<file path="src/rtl/awp_pkg.sv">
package awp_pkg;
   // Offsets inside one unit's register window
   localparam logic [2:0] OFF_LO      = 3'd0;
   localparam logic [2:0] OFF_HI      = 3'd1;
   localparam logic [2:0] OFF_KIND    = 3'd2;
   localparam logic [2:0] OFF_CMASK   = 3'd3;
   localparam logic [2:0] OFF_HITCLI  = 3'd4;  // read: recorded clients, write: acknowledge
   localparam logic [2:0] OFF_HITADR  = 3'd5;
   localparam logic [2:0] OFF_HITKIND = 3'd6;
   localparam logic [2:0] OFF_HITINFO = 3'd7;
   // Offsets inside the global window
   localparam logic [2:0] GOFF_ENABLE = 3'd0;
   localparam logic [2:0] GOFF_STATUS = 3'd1;
   localparam logic [2:0] GOFF_MASKED = 3'd2;
   // Recorded kind encoding
   localparam logic [1:0] KIND_RD = 2'b01;
   localparam logic [1:0] KIND_WR = 2'b10;
endpackage

</file>
<file path="src/rtl/awp_unit.sv">
module awp_unit
   import awp_pkg::*;
#(
   parameter int ADDR_W   = 32,
   parameter int CLIENT_W = 14,
   parameter int SIZE_W   = 4,
   parameter int DATA_W   = 32
) (
   input  logic                clk,
   input  logic                rst_n,
   input  logic                cfg_we,
   input  logic [2:0]          cfg_off,
   input  logic [DATA_W-1:0]   cfg_wdata,
   input  logic                ack_i,
   input  logic                acc_valid_i,
   input  logic [ADDR_W-1:0]   acc_addr_i,
   input  logic                acc_write_i,
   input  logic [CLIENT_W-1:0] acc_clients_i,
   input  logic [SIZE_W-1:0]   acc_size_i,
   output logic                status_o,
   output logic [DATA_W-1:0]   rd_data_o
);
   localparam int CIDX_W = $clog2(CLIENT_W);

   logic [ADDR_W-1:0]   lo_q, hi_q;
   logic [1:0]          kind_q;
   logic [CLIENT_W-1:0] cmask_q;

   logic                status_q;
   logic [CLIENT_W-1:0] cap_cli_q;
   logic [ADDR_W-1:0]   cap_addr_q;
   logic [1:0]          cap_kind_q;
   logic [SIZE_W-1:0]   cap_size_q;
   logic [CIDX_W-1:0]   cap_first_q;

   function automatic logic [CIDX_W-1:0] lowest_set(input logic [CLIENT_W-1:0] v);
      logic [CIDX_W-1:0] idx;
      idx = '0;
      for (int i = CLIENT_W - 1; i >= 0; i--) begin
         if (v[i]) idx = CIDX_W'(i);
      end
      return idx;
   endfunction

   // configuration registers
   always_ff @(posedge clk or negedge rst_n) begin
      if (!rst_n) begin
         lo_q    <= '0;
         hi_q    <= '0;
         kind_q  <= '0;
         cmask_q <= '0;
      end else if (cfg_we) begin
         case (cfg_off)
            OFF_LO:    lo_q    <= cfg_wdata[ADDR_W-1:0];
            OFF_HI:    hi_q    <= cfg_wdata[ADDR_W-1:0];
            OFF_KIND:  kind_q  <= cfg_wdata[1:0];
            OFF_CMASK: cmask_q <= cfg_wdata[CLIENT_W-1:0];
            default: ;
         endcase
      end
   end

   // match logic
   logic                in_window, kind_ok, hit, take;
   logic [CLIENT_W-1:0] matched;

   always_comb begin
      in_window = (acc_addr_i >= lo_q) && (acc_addr_i <= hi_q);
      kind_ok   = acc_write_i ? kind_q[1] : kind_q[0];
      matched   = acc_clients_i & cmask_q;
      hit       = acc_valid_i && in_window && kind_ok && (|matched);
      take      = hit && (!status_q || ack_i);
   end

   // status and capture
   always_ff @(posedge clk or negedge rst_n) begin
      if (!rst_n) begin
         status_q    <= 1'b0;
         cap_cli_q   <= '0;
         cap_addr_q  <= '0;
         cap_kind_q  <= '0;
         cap_size_q  <= '0;
         cap_first_q <= '0;
      end else begin
         status_q <= hit || (status_q && !ack_i);
         if (take) begin
            cap_cli_q   <= matched;
            cap_addr_q  <= acc_addr_i;
            cap_kind_q  <= acc_write_i ? KIND_WR : KIND_RD;
            cap_size_q  <= acc_size_i;
            cap_first_q <= lowest_set(matched);
         end
      end
   end

   assign status_o = status_q;

   // readback
   always_comb begin
      rd_data_o = '0;
      case (cfg_off)
         OFF_LO:      rd_data_o = DATA_W'(lo_q);
         OFF_HI:      rd_data_o = DATA_W'(hi_q);
         OFF_KIND:    rd_data_o = DATA_W'(kind_q);
         OFF_CMASK:   rd_data_o = DATA_W'(cmask_q);
         OFF_HITCLI:  rd_data_o = DATA_W'(cap_cli_q);
         OFF_HITADR:  rd_data_o = DATA_W'(cap_addr_q);
         OFF_HITKIND: rd_data_o = DATA_W'(cap_kind_q);
         default: begin
            rd_data_o[CIDX_W-1:0]  = cap_first_q;
            rd_data_o[8 +: SIZE_W] = cap_size_q;
         end
      endcase
   end

   // checks next to the logic they guard
   assert_trip_sets_R13: assert property (@(posedge clk) disable iff (!rst_n)
      hit |=> status_o);

   assert_window_R1: assert property (@(posedge clk) disable iff (!rst_n)
      $rose(status_q) |-> (cap_addr_q >= $past(lo_q)) && (cap_addr_q <= $past(hi_q)));

   assert_frozen_R5: assert property (@(posedge clk) disable iff (!rst_n)
      (status_q && !ack_i) |=> ($stable(cap_addr_q) && $stable(cap_cli_q)
                                && $stable(cap_size_q) && $stable(cap_kind_q)));

   assert_ack_clears_R7: assert property (@(posedge clk) disable iff (!rst_n)
      (ack_i && !hit) |=> !status_o);

   assert_race_keeps_R9: assert property (@(posedge clk) disable iff (!rst_n)
      (ack_i && hit) |=> (status_o && cap_addr_q == $past(acc_addr_i)));
endmodule

</file>
<file path="src/rtl/awp_irq.sv">
module awp_irq #(
   parameter int NUM_UNITS = 4
) (
   input  logic                 clk,
   input  logic                 rst_n,
   input  logic                 en_we,
   input  logic [NUM_UNITS-1:0] en_wdata,
   input  logic [NUM_UNITS-1:0] status_i,
   output logic [NUM_UNITS-1:0] enable_o,
   output logic [NUM_UNITS-1:0] masked_o,
   output logic                 irq_o
);
   logic [NUM_UNITS-1:0] en_q;

   always_ff @(posedge clk or negedge rst_n) begin
      if (!rst_n) en_q <= '0;
      else if (en_we) en_q <= en_wdata;
   end

   assign enable_o = en_q;
   assign masked_o = status_i & en_q;
   assign irq_o    = |masked_o;

   assert_irq_needs_status_R8: assert property (@(posedge clk) disable iff (!rst_n)
      irq_o |-> ($countones(status_i) > 0));

   assert_irq_needs_enable_R8: assert property (@(posedge clk) disable iff (!rst_n)
      irq_o |-> ($countones(en_q) > 0));
endmodule

</file>
<file path="src/rtl/acc_watch_bank.sv">
module acc_watch_bank
   import awp_pkg::*;
#(
   parameter int NUM_UNITS = 4,
   parameter int ADDR_W    = 32,
   parameter int CLIENT_W  = 14,
   parameter int SIZE_W    = 4,
   parameter int DATA_W    = 32,
   parameter int REG_AW    = $clog2(NUM_UNITS + 1) + 3
) (
   input  logic                clk,
   input  logic                rst_n,
   input  logic                acc_valid,
   input  logic [ADDR_W-1:0]   acc_addr,
   input  logic                acc_write,
   input  logic [CLIENT_W-1:0] acc_clients,
   input  logic [SIZE_W-1:0]   acc_size,
   input  logic                reg_we,
   input  logic [REG_AW-1:0]   reg_addr,
   input  logic [DATA_W-1:0]   reg_wdata,
   output logic [DATA_W-1:0]   reg_rdata,
   output logic                irq
);
   localparam int SEL_W = REG_AW - 3;

   // elaboration-time parameter checks
   if (NUM_UNITS < 1)                  $error("NUM_UNITS must be at least 1");
   if (CLIENT_W < 2)                   $error("CLIENT_W must be at least 2");
   if ($clog2(CLIENT_W) > 8)           $error("client index must fit in 8 bits");
   if (SIZE_W < 1 || SIZE_W > 8)       $error("SIZE_W must be 1..8");
   if (DATA_W < ADDR_W)                $error("DATA_W must hold an address");
   if (DATA_W < CLIENT_W)              $error("DATA_W must hold a client mask");
   if (DATA_W < 16)                    $error("DATA_W must be at least 16");
   if (DATA_W < NUM_UNITS)             $error("DATA_W must hold one bit per unit");
   if (REG_AW < $clog2(NUM_UNITS + 1) + 3) $error("REG_AW too narrow for the unit selector");

   logic [SEL_W-1:0] sel;
   logic [2:0]       off;
   logic             glob_sel;

   assign sel      = reg_addr[REG_AW-1:3];
   assign off      = reg_addr[2:0];
   assign glob_sel = (sel == SEL_W'(NUM_UNITS));

   logic [NUM_UNITS-1:0] status, enable, masked;
   logic [DATA_W-1:0]    unit_rd [NUM_UNITS];

   for (genvar u = 0; u < NUM_UNITS; u++) begin : g_unit
      logic unit_we, unit_ack;
      assign unit_we  = reg_we && (sel == SEL_W'(u));
      assign unit_ack = (unit_we && off == OFF_HITCLI)
                        || (reg_we && glob_sel && off == GOFF_STATUS && reg_wdata[u]);

      awp_unit #(
         .ADDR_W  (ADDR_W),
         .CLIENT_W(CLIENT_W),
         .SIZE_W  (SIZE_W),
         .DATA_W  (DATA_W)
      ) u_unit (
         .clk          (clk),
         .rst_n        (rst_n),
         .cfg_we       (unit_we),
         .cfg_off      (off),
         .cfg_wdata    (reg_wdata),
         .ack_i        (unit_ack),
         .acc_valid_i  (acc_valid),
         .acc_addr_i   (acc_addr),
         .acc_write_i  (acc_write),
         .acc_clients_i(acc_clients),
         .acc_size_i   (acc_size),
         .status_o     (status[u]),
         .rd_data_o    (unit_rd[u])
      );
   end

   awp_irq #(.NUM_UNITS(NUM_UNITS)) u_irq (
      .clk     (clk),
      .rst_n   (rst_n),
      .en_we   (reg_we && glob_sel && off == GOFF_ENABLE),
      .en_wdata(reg_wdata[NUM_UNITS-1:0]),
      .status_i(status),
      .enable_o(enable),
      .masked_o(masked),
      .irq_o   (irq)
   );

   always_comb begin
      reg_rdata = '0;
      if (glob_sel) begin
         case (off)
            GOFF_ENABLE: reg_rdata = DATA_W'(enable);
            GOFF_STATUS: reg_rdata = DATA_W'(status);
            GOFF_MASKED: reg_rdata = DATA_W'(masked);
            default:     reg_rdata = '0;
         endcase
      end else begin
         for (int u = 0; u < NUM_UNITS; u++) begin
            if (sel == SEL_W'(u)) reg_rdata = unit_rd[u];
         end
      end
   end

   assert_ack_global_R6: assert property (@(posedge clk) disable iff (!rst_n)
      (reg_we && glob_sel && off == GOFF_STATUS && !acc_valid)
      |=> ((status & $past(reg_wdata[NUM_UNITS-1:0])) == '0));
endmodule

</file>
<file path="config.mk">
export PLATFORM = sky130hd
export DESIGN_NAME = acc_watch_bank
export DESIGN_NICKNAME = d
export VERILOG_FILES = /design/src/rtl/awp_pkg.sv /design/src/rtl/awp_unit.sv /design/src/rtl/awp_irq.sv /design/src/rtl/acc_watch_bank.sv
export SDC_FILE = /design/constraint.sdc
export NUM_CORES = 1
export LEC_CHECK = 0
export ABC_CLOCK_PERIOD_IN_PS = 4290
export BUFFER_PORTS_ARGS = -buffer_cell sky130_fd_sc_hd__buf_4
export CAP_MARGIN = 20
export CELL_PAD_IN_SITES_DETAIL_PLACEMENT = 1
export CELL_PAD_IN_SITES_GLOBAL_PLACEMENT = 2
export CORE_MARGIN = 4
export CORE_UTILIZATION = 40
export CTS_BUF_LIST = sky130_fd_sc_hd__clkbuf_4 sky130_fd_sc_hd__clkbuf_8
export DETAILED_ROUTE_END_ITERATION = 7
export PLACE_DENSITY = 0.78
export SYNTH_ARGS = -nofsm -noshare
export SYNTH_HDL_FRONTEND = slang
export SYNTH_HIERARCHICAL = 1
export SYNTH_SLANG_ARGS = --single-unit
export TNS_END_PERCENT = 50
</file>
<file path="constraint.sdc">
create_clock -name clk -period 4.29 [get_ports clk]
set_input_delay 0.6435 -clock clk [delete_from_list [all_inputs] [get_ports clk]]
set_output_delay 0.6435 -clock clk [all_outputs]
set_load 0.01 [all_outputs]
</file>
==> qor.yml, run 1 <==
clock.fmax_mhz: 258.5
crit_path_frequent_cell: "buf_4"
synthArstFlopShare: 1.000
die-area_um2: 88700
seq_area_frac_synth: 0.4111
relSlewSlack: 0.2780
dp_cells: 4599
yosys_warnings: 6
p_leak_nw: 19.57
synth-edff-count: 0
grt_pass1_vias: 30468
dpl.hpwl_um: 99750
drc: 0
cts-htree-levels: 3
die-width_um: 297.8
cts_resized: 0
drive_above_1_share: 0.2005
yosys_register_bits: 552
gr-total-overflow: 0
netlist-cell-type-count: 67
clkSinkCount: 552
drtIter0Drc: 1698
fp-row-count: 106
synth-main-ff-cell: "dfrtp_1"
layout.cells.non_filler: 4789
grt_max_degree: 109
dpl_cell_area_um2: 36320
nets: 3973
gp_congestion: 0.9227
num_io_pins: 126
grt_pass1_wl_um: 202000
power_density_nw_per_um2: 449.2
critPathLaunchType: "input pin"
netlist_area_um2: 33600
start_util: 0.4028
syn_area_per_cell_um2: 9.745
maxSlewViolCount: 0
area_growth_syn_to_layout_pct: 14.58
ant_nets: 0
r2r-start: "g_unit[3].u_unit/hi_q[13]$_DFFE_PN0P_"
via_count: 27922
cp_top_family: "simple AND/OR/NAND/NOR gates"
cts_setup_buffers: 0
arrival_ns: 3.22
cts_buffers: 101
synth_area_leaders: "dfrtp_1 (41%), ha_1 (9.5%), mux2i_1 (5.7%)"
endpoint_kind: "primary output"
final_cell_area_um2: 38500
crit_chain: "buf_8 > nor2_1 > buf_4 > a22oi_1 > o221ai_1 > mux4_2 > nand2_1 > o21ai_0 > buf_4"
yosys.area.top_type: "dfrtp_1"
cts_max_path_buffers: 3
setup_viol: 0
total_power_w: 0.01729
clkSlewWorstSetupHoldPaths_ns: 0.06
syn_nets: 3797
worst_r2r_endpoint: "g_unit[3].u_unit/cap_addr_q[25]$_DFFE_PN0P_"
setup_tns_ns: 0
synth_top_area_frac: 0.4111
wl_um: 136100
syn_inst: 3448
crit_type: "in -> out"
min_from: "reg_wdata[19]"
insertion_delay_ns: 0.76
cpMaxStageDelayCell: "nor2_1"
r2r_slack_ns: 0.84
status: "finished, final reports clean"
cts_root_buf: "clkbuf_8"
ir_worst_vdd_uv: 257.4
worst-r2r-cell-count: 12
drtPass1Iterations: 5
cts_tree: "yes"
holdPathEnd: "g_unit[0].u_unit/lo_q[19]$_DFFE_PN0P_"
track_usage: 0.3034
rsz0062_at_grt: "false"
cp.required_ns: 3.65
cap_violations: 0
finalHoldViolCount: 0
critical_path.max_fanout: 35
fin_crit_sh: 0.9016
hp-class: "in -> reg"
vias_per_cell: 5.830
clock_skew_ns: 0.04803
coreArea_um2: 83420
min_period_ns: 3.868
cpPeakStageDelay_ns: 0.78
timing.critical_path.buf_inv: 3
holdPathStages: 3
io_buffers: 125
die_h_um: 297.8
antenna_found_initial: 8
wire_per_inst_um: 28.42
final_util: 0.4615
tightestPinTransition_ns: 1.083
-- final cells by class --
type	instances	area, um^2
antenna	4	10.01
clock buffer	165	2033
clock inverter	19	121.4
fill	9393	44920
inverter	324	1216
multi-input combinational	2401	17800
sequential	552	13810
tap	1080	1351
timing repair buffer	244	2155
-- logic make-up after synthesis --
family | count (synthesis) | share of synthesized area
AO/OA/AOI/OAI | 771 | 0.1327
adder cells (fa/ha/maj) | 256 | 0.09533
buffers and inverters | 495 | 0.06118
flip-flops | 552 | 0.4111
multiplexers | 485 | 0.1815
AND/OR/NAND/NOR | 889 | 0.1182
-- registers in the layout (all words and copies together) (netlist names) --
| name | flops |
|---|---|
| g_unit.u_unit/cap_addr_q | 128 |
| g_unit.u_unit/cap_cli_q | 56 |
| g_unit.u_unit/cap_first_q | 16 |
| g_unit.u_unit/cap_kind_q | 8 |
| g_unit.u_unit/cap_size_q | 16 |
| g_unit.u_unit/cmask_q | 56 |
| g_unit.u_unit/hi_q | 128 |
| g_unit.u_unit/kind_q | 8 |
| g_unit.u_unit/lo_q | 128 |
| g_unit.u_unit/status_o | 4 |
| u_irq/enable_o | 4 |
-- stage by stage --
step,hold WS [ns],setup WS (ns)
final,0.2099,0.4221
after global routing,0.1760,0.4299
after CTS,0.1575,0.5370
after detailed placement,0.4923,0.1613
after global placement,0.4841,0.3248
after floorplan,0.3479,1.015
-- report_power, final --
group          switching (W)  internal [W]
registers           0.000698       0.00629
clock network        0.00247       0.00300
logic                0.00284       0.00200
-- metal layers --
layer,share of wire,GRT usage,vias to the layer above,routed length (um)
met5,0.00020,0,-,27
met4,0.053,0.1367,4,7237
met3,0.044,0.04183,276,5958
met2,0.49,0.5247,726,66130
met1,0.42,0.3784,14481,56760
li1,-,-,12435,-
-- synthesized netlist by cell type, types with 8 or more instances --
master / count
ha_1: 256
inv_1: 321
nor3b_1: 10
nor4_1: 9
o221ai_1: 11
and2_1: 48
buf_2: 15
mux4_2: 37
o21ai_0: 338
o22ai_1: 24
buf_6: 17
mux2i_1: 192
nor2_1: 217
nor2b_1: 22
o211ai_1: 18
a22oi_1: 42
a221oi_1: 12
a21o_1: 25
clkbuf_1: 111
mux2_4: 107
dfrtp_1: 552
a21oi_1: 221
buf_1: 21
nor3_1: 9
nand3_1: 60
mux2_2: 144
nand2_1: 423
a21boi_0: 8
nand4_1: 58
a211oi_1: 12
-- worst min-delay path: cells and delay by family --
kind / cells / cell delay [ns]
AOI/OAI and AO/OA: 1 / 0.06
and+or+nand+nor: 1 / 0.06
buffers and inverters: 1 / 0.15
-- worst max-delay path by stage --
| stage | start | endpoint | cells after the start |
|---|---|---|---|
| CTS | reg_addr[0] | reg_rdata[10] | 9 |
| detailed placement | acc_addr[11] | g_unit[2].u_unit/cap_size_q[1]$_DFFE_PN0P_ | 9 |
| global route | reg_addr[0] | reg_rdata[2] | 9 |
| floorplan | reg_addr[0] | reg_rdata[20] | 9 |
| global placement | acc_addr[11] | g_unit[2].u_unit/cap_addr_q[9]$_DFFE_PN0P_ | 9 |
| finish | reg_addr[0] | reg_rdata[2] | 9 |
-- layout by cell type (no fill, tap or decap), types with 5 or more instances in the layout --
cell type  instances
mux2_2           144
a22oi_1           42
clkbuf_4          38
a221oi_1          12
nand2_1          423
a2bb2oi_1          5
nor2b_1           22
o22ai_1           24
o211ai_1          18
nor3b_1            6
o21a_1             6
a21o_1            25
o21ai_0          338
a21oi_1          221
clkbuf_8         127
nand3_1           60
inv_1            321
a22o_1             5
mux2_4           107
ha_1             256
nor2_1           217
buf_4            214
nand4_1           58
mux4_2            37
a31oi_1            7
buf_12            24
nor4_1             9
and2_1            48
a2111oi_0          7
nor3_1             5
a21boi_0           8
nand2b_1           6
clkinv_2          13
mux2i_1          192
a211oi_1          12
o221ai_1          11
dfrtp_1          552
-- timing repair --
action                                 in CTS  in global routing
setup endpoints to repair                   0                  0
endpoints found under the hold margin       6                  0
hold buffers                                1                  0
Power figures use the tool's default switching activity.
==> run 2, diff against run 1 <==
Settings changed: CORE_ASPECT_RATIO from default to 0.8, SKIP_LAST_GASP from default to 1.
==> qor.yml, run 2 (synthesis results as in run 1) <==
status: "finished, final reports clean"  # unchanged
setup_tns_ns: 0  # unchanged
power_density_nw_per_um2: 457.5  # was 449.2 nW/um^2
ant_nets: 0  # unchanged
coreArea_um2: 82800  # was 83,420 um^2
most-common-layout-cells: "dfrtp_1 (552), nand2_1 (423), o21ai_0 (338)"  # unchanged
die_h_um: 267.2  # was 297.8 um
clock.fmax_mhz: 261.7  # was 258.5 MHz
die-area_um2: 88730  # was 88,700 um^2
cp_top_family: "buffers and inverters"  # was simple AND/OR/NAND/NOR gates
final_common_cell: "dfrtp_1"  # unchanged
layout.cells.non_filler: 4793  # was 4,789
dpl.hpwl_um: 99510  # was 99,750 um
maxSlewViolCount: 0  # unchanged
antenna_found_initial: 21  # was 8
cts_setup_buffers: 0  # unchanged
finalHoldViolCount: 0  # unchanged
cap_violations: 0  # unchanged
timing.critical_path.buf_inv: 3  # unchanged
cp-startpoint: "reg_addr[1]"  # was reg_addr[0]
drtPass1Iterations: 6  # was 5
grt_pass1_vias: 29790  # was 30,468
critPathLaunchType: "input pin"  # unchanged
holdPathStages: 2  # was 3
die-width_um: 332.0  # was 297.8 um
final_util: 0.4634  # was 0.4615
fp-row-count: 94  # was 106
cts_max_path_buffers: 3  # unchanged
rsz0062_at_grt: "false"  # unchanged
clkSlewWorstSetupHoldPaths_ns: 0.06  # about the same
drc: 0  # unchanged
area_growth_syn_to_layout_pct: 14.20  # was 14.58%
crit_type: "in -> out"  # unchanged
setup_ws_ns: 0.4686  # was 0.4221 ns
crit_end: "reg_rdata[4]"  # was reg_rdata[2]
relSlewSlack: 0.2559  # was 0.2780
r2r_slack_ns: 0.76  # was 0.84 ns
fillers: 9414  # was 9,393
wire_per_inst_um: 28.08  # was 28.42 um
fin_crit_sh: 0.8908  # was 0.9016
arrival_ns: 3.18  # was 3.22 ns
vias_per_cell: 5.936  # was 5.830
num_io_pins: 126  # unchanged
track_usage: 0.3003  # was 0.3034
largestRegisters: "g_unit.u_unit/cap_addr_q x128, g_unit.u_unit/hi_q x128, g_unit.u_unit/lo_q x128"  # unchanged
gp_congestion: 0.9308  # was 0.9227
wl_um: 134600  # was 136,100 um
cts_resized: 0  # unchanged
min_from: "acc_size[1]"  # was reg_wdata[19]
grt_max_degree: 119  # was 109
cts_tree: "yes"  # unchanged
final_cell_area_um2: 38370  # was 38,500 um^2
endpoint_kind: "primary output"  # unchanged
clkSinkCount: 552  # unchanged
crit_chain: "buf_6 > and2_1 > buf_4 > a22oi_1 > o22ai_1 > mux4_1 > and2_1 > buf_4"  # was buf_8 > nor2_1 > buf_4 > a22oi_1 > o221ai_1 > mux4_2 > nand2_1 > o21ai_0 > buf_4
worst_r2r_endpoint: "g_unit[2].u_unit/cap_addr_q[0]$_DFFE_PN0P_"  # was g_unit[3].u_unit/cap_addr_q[25]$_DFFE_PN0P_
insertion_delay_ns: 0.76  # about the same
tightestPinTransition_ns: 1.113  # was 1.083 ns
cp_num_cells: 8  # was 9
drive_above_1_share: 0.1940  # was 0.2005
hp-class: "in -> reg"  # unchanged
gr-total-overflow: 0  # unchanged
grt_pass1_wl_um: 200500  # was 202,000 um
drtIter0Drc: 2448  # was 1,698
critical_path.max_fanout: 58  # was 35
cpMaxStageDelayCell: "o22ai_1"  # was nor2_1
io_buffers: 125  # unchanged
cts_root_buf: "clkbuf_8"  # unchanged
nets: 3946  # was 3,973
clock_skew_ns: 0.05465  # was 0.04803 ns
setup_viol: 0  # unchanged
ir_worst_vdd_uv: 230.6  # was 257.4 uV
cp.required_ns: 3.65  # about the same
r2r-start: "g_unit[2].u_unit/lo_q[1]$_DFFE_PN0P_"  # was g_unit[3].u_unit/hi_q[13]$_DFFE_PN0P_
min_period_ns: 3.821  # was 3.868 ns
cts-htree-levels: 3  # unchanged
p_leak_nw: 19.44  # was 19.57 nW
worst-r2r-cell-count: 10  # was 12
dpl_cell_area_um2: 36080  # was 36,320 um^2
dp_cells: 4598  # was 4,599
dpl_worst_slack_ns: 0.3426  # was 0.1613 ns
start_util: 0.4058  # was 0.4028
cts_buffers: 100  # was 101
via_count: 28449  # was 27,922
cpPeakStageDelay_ns: 0.57  # was 0.78 ns
==> run 2: cell types whose count changed in the layout (fill, tap and decap cells not counted), sizes merged <==
cell / delta
clkinvlp: +1
buf: -25
diode: +10
bufinv: +5
clkinv: -5
clkbuf: -6
==> run 2: stage by stage <==
stage	hold WS, ns	power, W
finish	0.1728	0.01756
floorplan	0.3479	0.009777
global route	0.1294	0.01851
global placement	0.4842	0.01154
detailed placement	0.4933	0.01182
CTS	0.1068	0.01759
==> run 2: where the power goes <==
part | total [W] | switching [W] | leakage, nW | internal [W]
Clock | 0.00569 | 0.00245 | 1.19 | 0.00324
Combinational | 0.00487 | 0.00289 | 11.7 | 0.00198
Sequential | 0.00700 | 0.000708 | 6.52 | 0.00629
==> run 2: cell type report <==
cell class | count | area, um^2 | share of cell area
Tap cell | 1104 | 1381 | 0.03600
Inverter | 324 | 1216 | 0.03169
Clock inverter | 20 | 261.5 | 0.006815
Timing Repair Buffer | 218 | 1887 | 0.04917
Multi-Input combinational cell | 2401 | 17790 | 0.4637
Clock buffer | 160 | 1983 | 0.05168
Antenna cell | 14 | 35.03 | 0.0009130
Sequential cell | 552 | 13810 | 0.3600
==> run 2: repair_timing <==
| action | in CTS | in global routing |
|---|---|---|
| setup endpoints to repair | 0 | 0 |
| hold endpoints to repair | 74 | 0 |
| hold buffers | 1 | 0 |
==> run 2: worst min path at each step <==
stage | endpoint | slack, ns
after global routing | g_unit[2].u_unit/cap_size_q[1]$_DFFE_PN0P_ | 0.13
final | g_unit[3].u_unit/cap_size_q[1]$_DFFE_PN0P_ | 0.17
after detailed placement | g_unit[1].u_unit/cap_first_q[1]$_DFFE_PN0P_ | 0.49
after global placement | g_unit[2].u_unit/cap_addr_q[2]$_DFFE_PN0P_ | 0.48
after floorplan | g_unit[0].u_unit/cap_addr_q[0]$_DFFE_PN0P_ | 0.35
after CTS | g_unit[3].u_unit/cap_size_q[1]$_DFFE_PN0P_ | 0.11
==> run 2: layer usage <==
metal | global-route usage | up-vias | wire [um]
met4 | 0.06920 | 2 | 3043
met2 | 0.4269 | 1035 | 55080
met1 | 0.4496 | 14819 | 63700
li1 | - | 12415 | -
met3 | 0.08530 | 178 | 12740
met5 | 0.009043 | - | 13
==> run 2: worst reg2reg max path: stages (launching register included) <==
cell and delay, ns:
dfrtp_1 0.37, inv_1 0.16, ha_1 0.28, nand4_1 0.13, o21bai_1 0.07, a2111oi_0 0.87
o211ai_1 0.31, a31o_2 0.35, nand3_4 0.09, buf_4 0.36, mux2_2 0.41
